**config.mk**
```make
export PLATFORM = sky130hd
export DESIGN_NAME = cfg_guard
export DESIGN_NICKNAME = d
export VERILOG_FILES = /design/src/rtl/cfg_guard_pkg.sv /design/src/rtl/cfg_guard_key.sv /design/src/rtl/cfg_guard_window.sv /design/src/rtl/cfg_guard_gate.sv /design/src/rtl/cfg_guard.sv
export SDC_FILE = /design/constraint.sdc
export NUM_CORES = 1
export LEC_CHECK = 0
export BUFFER_PORTS_ARGS = -buffer_cell sky130_fd_sc_hd__buf_2
export CORE_AREA = 2 2 39 41
export DETAILED_ROUTE_END_ITERATION = 8
export DIE_AREA = 0 0 41 43
export GPL_TIMING_DRIVEN = 0
export PLACE_DENSITY = 0.6
export SLEW_MARGIN = 30
export SYNTH_ARGS = -nofsm -noshare
export SYNTH_HDL_FRONTEND = slang
export SYNTH_SLANG_ARGS = --single-unit
```
**constraint.sdc**
```tcl
create_clock -name clk -period 1.7 [get_ports clk]
set_input_delay 0.425 -clock clk [delete_from_list [all_inputs] [get_ports clk]]
set_output_delay 0.425 -clock clk [all_outputs]
set_load 0.03 [all_outputs]
```
**src/rtl/cfg_guard_pkg.sv**
```systemverilog
package cfg_guard_pkg;
   localparam int unsigned IO_AW = 6;
   localparam int unsigned IO_DW = 8;
   localparam logic [IO_AW-1:0] KEY_ADDR_DEF  = 6'h3C;
   localparam logic [IO_DW-1:0] KEY_VALUE_DEF = 8'hD8;
   localparam int unsigned      WINDOW_DEF    = 4;
   localparam int unsigned      NUM_PROT_DEF  = 3;
   // protected addresses, entry 0 in the low bits
   localparam logic [NUM_PROT_DEF*IO_AW-1:0] PROT_ADDRS_DEF = {6'h31, 6'h36, 6'h37};
endpackage

```
**src/rtl/cfg_guard_key.sv**
```systemverilog
module cfg_guard_key #(
   parameter int unsigned AW = 6,
   parameter int unsigned DW = 8,
   parameter logic [AW-1:0] KEY_ADDR  = '0,
   parameter logic [DW-1:0] KEY_VALUE = '0
) (
   input  logic [AW-1:0] io_addr,
   input  logic [DW-1:0] io_wdata,
   input  logic          io_we,
   output logic          key_sel,
   output logic          sig_hit
);
   if (KEY_VALUE == '0) begin : g_bad_key
      $error("cfg_guard_key: an all-zero key equals the reset value");
   end

   assign key_sel = (io_addr == KEY_ADDR);
   assign sig_hit = io_we && key_sel && (io_wdata == KEY_VALUE);
endmodule

```
**src/rtl/cfg_guard_window.sv**
```systemverilog
module cfg_guard_window #(
   parameter int unsigned WINDOW_LEN = 4
) (
   input  logic clk,
   input  logic rst_n,
   input  logic sig_hit,
   input  logic instr_retire,
   output logic win_open
);
   localparam int unsigned CW = $clog2(WINDOW_LEN + 1);
   localparam logic [CW-1:0] LOAD = CW'(WINDOW_LEN);

   if (WINDOW_LEN < 1) begin : g_bad_len
      $error("cfg_guard_window: WINDOW_LEN must be at least 1");
   end

   logic [CW-1:0] cnt_q;

   always_ff @(posedge clk or negedge rst_n) begin
      if (!rst_n) begin
         cnt_q <= '0;
      end else if (sig_hit) begin
         cnt_q <= LOAD;
      end else if (instr_retire && (cnt_q != '0)) begin
         cnt_q <= cnt_q - CW'(1);
      end
   end

   assign win_open = (cnt_q != '0);

   assert_open_after_key_R2: assert property (@(posedge clk) disable iff (!rst_n)
      sig_hit |=> win_open);
   assert_reload_full_R8: assert property (@(posedge clk) disable iff (!rst_n)
      sig_hit |=> (cnt_q == LOAD));
   assert_hold_without_retire_R10: assert property (@(posedge clk) disable iff (!rst_n)
      (!sig_hit && !instr_retire) |=> $stable(cnt_q));
   assert_close_on_retire_R3: assert property (@(posedge clk) disable iff (!rst_n)
      $fell(win_open) |-> $past(instr_retire));
   assert_count_bound_R3: assert property (@(posedge clk) disable iff (!rst_n)
      cnt_q <= LOAD);
endmodule

```
**src/rtl/cfg_guard_gate.sv**
```systemverilog
module cfg_guard_gate #(
   parameter int unsigned AW = 6,
   parameter int unsigned NUM_PROT = 3,
   parameter logic [AW-1:0] KEY_ADDR = '0,
   parameter logic [NUM_PROT*AW-1:0] PROT_ADDRS = '0
) (
   input  logic [AW-1:0] io_addr,
   input  logic          io_we,
   input  logic          win_open,
   output logic          prot_we
);
   if (NUM_PROT < 1) begin : g_bad_num
      $error("cfg_guard_gate: NUM_PROT must be at least 1");
   end

   logic [NUM_PROT-1:0] hit;

   for (genvar i = 0; i < NUM_PROT; i++) begin : g_match
      if (PROT_ADDRS[i*AW +: AW] == KEY_ADDR) begin : g_clash
         $error("cfg_guard_gate: protected address equals key address");
      end
      assign hit[i] = (io_addr == PROT_ADDRS[i*AW +: AW]);
   end

   assign prot_we = io_we && win_open && (|hit);
endmodule

```
**src/rtl/cfg_guard.sv**
```systemverilog
module cfg_guard
   import cfg_guard_pkg::*;
#(
   parameter int unsigned AW = IO_AW,
   parameter int unsigned DW = IO_DW,
   parameter logic [AW-1:0] KEY_ADDR  = KEY_ADDR_DEF,
   parameter logic [DW-1:0] KEY_VALUE = KEY_VALUE_DEF,
   parameter int unsigned WINDOW_LEN  = WINDOW_DEF,
   parameter int unsigned NUM_PROT    = NUM_PROT_DEF,
   parameter logic [NUM_PROT*AW-1:0] PROT_ADDRS = PROT_ADDRS_DEF
) (
   input  logic          clk,
   input  logic          rst_n,
   input  logic [AW-1:0] io_addr,
   input  logic [DW-1:0] io_wdata,
   input  logic          io_we,
   input  logic          instr_retire,
   output logic [DW-1:0] io_rdata,
   output logic          prot_we,
   output logic          irq_hold
);
   if (DW < 2) begin : g_bad_dw
      $error("cfg_guard: DW must be at least 2");
   end

   logic key_sel;
   logic sig_hit;
   logic win_open;

   cfg_guard_key #(.AW(AW), .DW(DW), .KEY_ADDR(KEY_ADDR), .KEY_VALUE(KEY_VALUE)) u_key (
      .io_addr (io_addr),
      .io_wdata(io_wdata),
      .io_we   (io_we),
      .key_sel (key_sel),
      .sig_hit (sig_hit)
   );

   cfg_guard_window #(.WINDOW_LEN(WINDOW_LEN)) u_window (
      .clk         (clk),
      .rst_n       (rst_n),
      .sig_hit     (sig_hit),
      .instr_retire(instr_retire),
      .win_open    (win_open)
   );

   cfg_guard_gate #(.AW(AW), .NUM_PROT(NUM_PROT), .KEY_ADDR(KEY_ADDR),
                    .PROT_ADDRS(PROT_ADDRS)) u_gate (
      .io_addr (io_addr),
      .io_we   (io_we),
      .win_open(win_open),
      .prot_we (prot_we)
   );

   assign irq_hold = win_open;
   assign io_rdata = key_sel ? {{(DW-1){1'b0}}, win_open} : '0;

   assert_enable_needs_hold_R6: assert property (@(posedge clk) disable iff (!rst_n)
      prot_we |-> irq_hold);
   assert_readback_state_R5: assert property (@(posedge clk) disable iff (!rst_n)
      key_sel |-> (io_rdata[0] == irq_hold));
endmodule

```
# Word-level counts from Yosys, hierarchy flattened
# Cells that the tools add are included.
[word_totals]
regBits = 3
elab_cells = 18
inputBits = 18
[classes]
reduce_logical = 8
n_mux = 3
addsub = 1
n_eq_ne = 5
[ops]
columns = ["op", "count"]
rows = [
  ["equality test 6 bit (second input constant)", 4],
  ["equality test 8 bit (second input constant)", 1],
  ["two-way mux 3 bit", 2],
  ["logical AND 1 bit", 5],
  ["nonzero test 3 bit", 1],
  ["OR reduction 3 bit", 1],
  ["subtractor 3 x 1 -> 3 bit (second input constant)", 1],
  ["nonzero test 2 bit", 1],
  ["two-way mux 1 bit", 1],
]

# Depth between registers and ports, before layout
# Gate-level depths: netlist (run 1).
[logic_depth]
ltp_word = 4
depth_mapped = 5
depth_no_buf = 5

# Cells and area by module
# A second synthesis (run 1) with hierarchy kept.
[unflattened]
hier_cells = 37
hier_area_um2 = 339.1
[modules_own_cells]
columns = ["module", "seq_area_each_um2", "area_per_inst_um2", "instances", "cells_per_inst"]
rows = [
  ["cfg_guard_window", 75.1, 187.7, 1, 16],
  ["cfg_guard", 0.0, 62.6, 1, 9],
  ["cfg_guard_key", 0.0, 52.6, 1, 7],
  ["cfg_guard_gate", 0.0, 36.3, 1, 5],
]

# Worst setup path before layout (run 1)
# OpenSTA, ideal clock, no wires.
[synth_path]
path_kind = "register to output"
startpoint = "reg u_window.cnt_q[0]"
endpoint = "out prot_we"
stages_incl_launch_ff = 6
setup_slack_ns = -0.823
arrival_ns = 2.098
cell_sequence = "dfrtp_1 > inv_1 > ha_1 > nand2b_1 > nand3_1 > nor4b_1"
[synth_via]
elab_chain_len = 3
[synth_rtl]
columns = ["element", "line_no", "source"]
rows = [
  ["from (decl)", "cfg_guard_window.sv:17", "logic [CW-1:0] cnt_q;"],
  ["from (signal assigned)", "cfg_guard_window.sv:25", "cnt_q <= cnt_q - CW'(1);"],
  ["nonzero test 3 bit", "cfg_guard_window.sv:29", "assign win_open = (cnt_q != '0);"],
  ["net irq_hold", "cfg_guard.sv:20", "output logic irq_hold"],
  ["logical AND 1 bit (2 in a row)", "cfg_guard_gate.sv:25", "assign prot_we = io_we && win_open && (|hit);"],
  ["to (decl)", "cfg_guard.sv:19", "output logic prot_we,"],
]
# The timed path passes the listed nets, and every way through them passes these cells.

# Worst setup path after layout (run 1)
[layout_path]
startpoint = "reg u_window.cnt_q[1]"
endpoint = "out prot_we"
[layout_via]
elab_chain_len = 3
[layout_rtl]
columns = ["element", "line_no"]
rows = [
  ["nonzero test 3 bit", "cfg_guard_window.sv:29"],
  ["logical AND 1 bit (2 in a row)", "cfg_guard_gate.sv:25"],
]
# No other way between the ends.

==> results of run 1 <==
## routing by layer
metal  vias to the layer above  GRT usage (%)  wire length [um]
met4                         0           10.0                 0
met5                         -              0                 0
met1                       166           11.3               271
met3                         0           3.14                70
met2                        19           16.6               420
li1                        180              -                 -
## cells by family (layout without fill, tap and decap cells)
group	after synthesis	in the layout	synth area share, %
fa+ha+maj	2	2	8.37
other cells	1	7	1.25
compound gates	6	6	13.4
buf+inv	9	38	20.1
simple gates	13	13	31.8
flops	3	3	25.1
## stage by stage
| step | hold slack, ns | setup TNS (ns) | worst slack [ns] |
|---|---|---|---|
| finish | 0.470 | -0.0708 | -0.0708 |
| global route | 0.470 | -0.169 | -0.145 |
| CTS | 0.452 | -0.0834 | -0.0834 |
| detailed placement | 0.224 | -0.00946 | -0.00946 |
| global placement | 0.221 | 0 | 0.00695 |
| floorplan | 0.129 | -0.0342 | -0.0342 |
## power by group through the flow
stage	clock network [W]	logic, W	registers, W
finish	0.000124	0.000373	0.000129
global route	0.000135	0.000414	0.000132
CTS	0.000130	0.000379	0.000129
detailed placement	0	0.000276	0.000126
global placement	0	0.000267	0.000126
floorplan	0	0.000212	0.000121
## Yosys cell counts
| master | instances | area, um^2 |
|---|---|---|
| nor4b_1 | 1 | 8.76 |
| nor3b_1 | 1 | 7.51 |
| dfrtp_1 | 3 | 75.1 |
| a311oi_1 | 1 | 8.76 |
| a211o_1 | 1 | 8.76 |
| a21oi_1 | 3 | 15.0 |
| inv_1 | 2 | 7.51 |
| or3b_1 | 1 | 8.76 |
| nand3_1 | 2 | 10.0 |
| ha_1 | 2 | 25.0 |
| nor3_1 | 1 | 5.00 |
| buf_4 | 7 | 52.6 |
| nand2b_1 | 1 | 6.26 |
| conb_1 | 1 | 3.75 |
| nand2_1 | 1 | 3.75 |
| nor4_2 | 1 | 12.5 |
| a21o_1 | 1 | 7.51 |
| nand4b_1 | 2 | 17.5 |
| nor2_1 | 1 | 3.75 |
| nand4bb_1 | 1 | 11.3 |
## path summary, 6_finish.rpt
kind,start,to,slack (ns),cells after the start
min in group asynchronous,rst_n,u_window.cnt_q[0],0.52,2
setup reg to reg,u_window.cnt_q[0],u_window.cnt_q[2],0.48,6
setup / recovery,u_window.cnt_q[1],prot_we,-0.07,6
max in group asynchronous,rst_n,u_window.cnt_q[1],1.08,2
hold / removal,instr_retire,u_window.cnt_q[1],0.47,2
hold reg to reg,u_window.cnt_q[2],u_window.cnt_q[2],0.53,1
## cell type report
class	count	area, um^2	area share, %
clock buffer	4	26.3	4.69
timing repair buffer	25	145	25.9
multi-input combinational	28	234	41.7
inverter	2	7.51	1.34
buffer	7	52.6	9.37
sequential	3	75.1	13.4
tap	16	20.0	3.57
## cells in the final DEF (no fill, tap or decap), drive strengths merged
cell         synthesis  layout
or3b                 1       1
inv                  2       2
nand3                2       2
a211o                1       1
conb                 1       7
nor4                 1       1
nand4bb              1       1
ha                   2       2
a21oi                3       3
nor3b                1       1
nor3                 1       1
clkbuf               0       4
nor4b                1       1
buf                  7      31
nand2                1       1
nor2                 1       1
a21o                 1       1
dlygate4sd3          0       1
nand2b               1       1
a311oi               1       1
nand4b               2       2
dfrtp                3       3
## worst max-delay path, delay by kind of cell (launching register included)
| kind | cells | cell delay [ns] |
|---|---|---|
| and+or+nand+nor | 3 | 0.35 |
| buffers and inverters | 2 | 0.25 |
| adders and majority gates | 1 | 0.16 |
| DFF | 1 | 0.35 |
## timing repair
| action | 4_1_cts | 5_1_grt |
|---|---|---|
| buffers inserted | 4 | 0 |
| endpoints found under the hold margin | 3 | 0 |
| resized for setup | 4 | 2 |
| endpoints found under the setup margin | 2 | 2 |
| pin swaps | 2 | 0 |
| hold buffers | 1 | 0 |
==> out/metrics.cfg, run 1 <==
[critical_path]
cp_max_fo=2
worstPathCellList=inv_2 > ha_4 > nand2b_4 > nand3_4 > nor4b_4 > buf_4
slowest_delay_ns=0.35
worstPathArrival_ns=1.35
end_kind=output pin
crit_path_start_kind=register
slowest_stage=dfrtp_1
worstSetupPathType=reg2out
crit_required_ns=1.27

[power_and_ir_drop]
p_int_w=0.000386
vdd_drop_max_mv=0.453
swShare_pct=38.3
finalPower_w=0.000626
power_density_mw_per_mm2=1120
pwr-share-seq_pct=20.6
p_comb_share_pct=59.5
power_switching_w=0.000240
power.leakage_nw=0.290
p_clk_share_pct=19.8

[timing]
setup_slack_ns=-0.0708
finalCritPeriodShare_pct=104
final_hold_viol_count=0
skew_ns=0.000910
rsz0062_at_grt=true
clock.fmax_mhz=565
min_period_ns=1.77
maxSlewViolCount=0
setup_viol=1

[detailed_routing]
firstDrtPassIters=4
viasPerCell=4.29
drcViolationCount=0
wirelength_um=762
drt_iter0_markers=7
via_count=365
ant_nets=0
wl_per_cell_um=8.96

[placed_design]
place_inst=76
place.port_buffers=20
globalplace.congestion=0.623
dp.final_hpwl_um=584
placed_area_um2=479

[layout]
largest_reg_flops=3
drive_gt1_share_pct=59.4
antennaDiodeCount=0
regMostFlops=u_window.cnt_q
final_util_pct=40.5
final_cell_area_um2=561
areaGrowthSynthToFinish_pct=87.4
fin_nets=90
reg_top3=u_window.cnt_q: 3 flops
fin_cells=85
n_fill_cell=146

[run]
max-cap-violations=0

[synthesis]
ys_seq_area_share_pct=25.1
yosysUniqueCellTypes=20
syn_area_um2=299
yosys_warnings=0
syn_area_per_cell_um2=8.80
synth-seq-cells=3
synth_cells=34

[floorplanning]
fp.coreArea_mm2=0.00138
initial_core_util_pct=21.6
std_cell_rows=14
dieWidth_um=41
die-area_mm2=0.00176
die_h_um=43
ioPinCount=28

[clocking]
clockBufferDepth=2
clk_latency_ns=0.23
cts_tree=yes
h-tree-depth=1
cts.clk_slew.worst_paths_ns=0.04
clock_tree.root_cell=clkbuf_4
numCtsBuffers=3
cts_sinks=3

[outcome]
status=finished, violations left
violations=negative setup slack

[global_route]
grt_pass1_wl_mm=1.26
grt_overflow=0
grt_pass1_vias=355
grt_max_degree=6
grt_usage_pct=11.0
antenna_found_initial=0

[worst_hold_path]
hp-class=in2reg

Power figures use the tool's default switching activity.
==> inputs of run 2 (changes only) <==
- GPL_TIMING_DRIVEN: 0 -> 1
- MAX_ROUTING_LAYER: default -> met4
==> run 2 against run 1 <==
The flow still finishes with violations (negative setup slack). Fmax down 0.26%. Cell count down 7.1%. Via count decreased by 7.4%. Cell area shrank 6.9%. Global-route usage decreased by 1.7 points. Non-clock buffer count shrank 6. Clock-buffer cell count unchanged. First-iteration DRC count is 100% lower. Sequential power about the same. Setup slack got worse by 0.0047 ns. Combinational power fell by 1%. Critical path type unchanged. Critical endpoint unchanged.
==> out/metrics.cfg, run 2 (synthesis results as in run 1) <==
[layout]
drive_gt1_share_pct=55.6
regMostFlops=u_window.cnt_q
antennaDiodeCount=0
areaGrowthSynthToFinish_pct=74.5
largest_reg_flops=3
reg_top3=u_window.cnt_q: 3 flops
final_cell_area_um2=522
fin_nets=84
mostFrequentLayoutCells=buf_2 (17), conb_1 (7), buf_4 (7)
mostFrequentLayoutCell=buf_2

[global_route]
grt_overflow=0
grt_pass1_vias=299
antenna_found_initial=0
grt_usage_pct=9.26
gr-max-usage-layer=met2
met1_usage_pct=9.65
met2_usage_pct=15.0
grt_pass1_wl_mm=1.08
grtUsageMet3_pct=1.57
grt_max_degree=6

[floorplanning]
ioPinCount=28
fp.coreArea_mm2=0.00138
die_h_um=43
std_cell_rows=14
die-area_mm2=0.00176
initial_core_util_pct=21.6
dieWidth_um=41

[clocking]
h-tree-depth=1
cts_tree=yes
clk_latency_ns=0.23
numCtsBuffers=3
clock_tree.root_cell=clkbuf_4
cts_sinks=3
clockBufferDepth=2
cts.clk_slew.worst_paths_ns=0.04

[run]
max-cap-violations=0

[timing]
setup_slack_ns=-0.0755
rsz0062_at_grt=true
final_hold_viol_count=0
fin_hold_ws_ns=0.463
maxSlewViolCount=0
skew_ns=0.000527
clock.fmax_mhz=563
min_period_ns=1.78
setup_viol=1
finalCritPeriodShare_pct=104

[outcome]
violations=negative setup slack
status=finished, violations left

[critical_path]
slowest_delay_ns=0.35
worstPathCellList=inv_2 > ha_4 > nand2b_4 > nand3_4 > nor4b_4 > buf_4
crit_family=flip-flops
worstSetupPathType=reg2out
end_kind=output pin
worst_r2r_startpoint=u_window.cnt_q[1]
r2r_end=u_window.cnt_q[2]
slowest_stage=dfrtp_1
worstPathArrival_ns=1.35
crit_required_ns=1.27
cp_max_fo=2
reg2reg_slack_ns=0.48
path_buf_inv=2
worstRegToRegCells=6
crit_path_start_kind=register

[placed_design]
globalplace.congestion=0.633
dp.final_hpwl_um=551
placed_area_um2=442
place.port_buffers=20

[power_and_ir_drop]
vdd_drop_max_mv=0.472
power_density_mw_per_mm2=1190
power.leakage_nw=0.259

[worst_hold_path]
min_delay_worst_endpoint=u_window.cnt_q[1]
min_from=instr_retire
hold_depth=2
hp-class=in2reg

[detailed_routing]
viasPerCell=4.28
wirelength_um=702
drt_iter0_markers=0
via_count=338
firstDrtPassIters=1
wl_per_cell_um=8.89
drcViolationCount=0
ant_nets=0

-- run 2: report_power, final --
| part | total (W) | switching (W) | internal, W |
|---|---|---|---|
| sequential | 0.000129 | 0.0000216 | 0.000108 |
| clock | 0.000124 | 0.0000359 | 0.0000879 |
| combinational | 0.000369 | 0.000178 | 0.000191 |
| total | 0.000622 | 0.000235 | 0.000387 |
-- run 2: worst reg2reg max path, stage by stage, from the launching register on --
cell and delay, ns:
dfrtp_1 0.35, inv_2 0.06, buf_4 0.13, ha_1 0.16, nand2_1 0.09, nor3_1 0.05, a211o_1 0.26
-- run 2: worst max-delay path by stage --
stage | slack (ns) | cells after the start | to | from
after floorplan | -0.03 | 5 | prot_we | u_window.cnt_q[1]
after global placement | 0.02 | 5 | prot_we | io_addr[1]
after detailed placement | -0.02 | 5 | prot_we | io_addr[1]
after CTS | -0.09 | 6 | prot_we | u_window.cnt_q[1]
after global routing | -0.17 | 6 | prot_we | u_window.cnt_q[1]
final | -0.08 | 6 | prot_we | u_window.cnt_q[1]
-- run 2: repair_timing --
item / in CTS / in global routing
endpoints found under the setup margin: 3 / 3
gates resized for setup: 3 / 6
setup buffers: 2 / 2
pin swaps: 1 / 1
hold buffers: 1 / 0
gates cloned: 0 / 0
endpoints found under the hold margin: 3 / 0
-- run 2: metal layers --
layer,routed length (um),vias to the layer above,share of wire [%]
met2,359,19,51
met3,69,0,9.8
li1,-,167,-
met5,0,-,0
met4,0,0,0
met1,273,152,39
-- run 2: area by class of cell --
type / count / area [um^2]
sequential: 3 / 75.1
clock buffer: 4 / 26.3
timing repair buffer: 26 / 159
multi-input combinational: 28 / 234
inverter: 2 / 7.51
tap: 16 / 20.0
fill: 152 / 862
-- run 2: stage by stage --
step | std cells | total power (W) | worst slack (ns) | utilization [%] | TNS [ns]
2_1_floorplan | 40 | 0.000334 | -0.0342 | - | -0.0342
5_1_grt | 79 | 0.000677 | -0.166 | 37.7 | -0.169
3_5_place_dp | 71 | 0.000400 | -0.0153 | 31.9 | -0.0153
6_report | 79 | 0.000622 | -0.0755 | 37.7 | -0.0755
3_3_place_gp | 71 | 0.000399 | 0.0151 | 31.9 | 0
4_1_cts | 78 | 0.000591 | -0.0949 | 36.5 | -0.0949
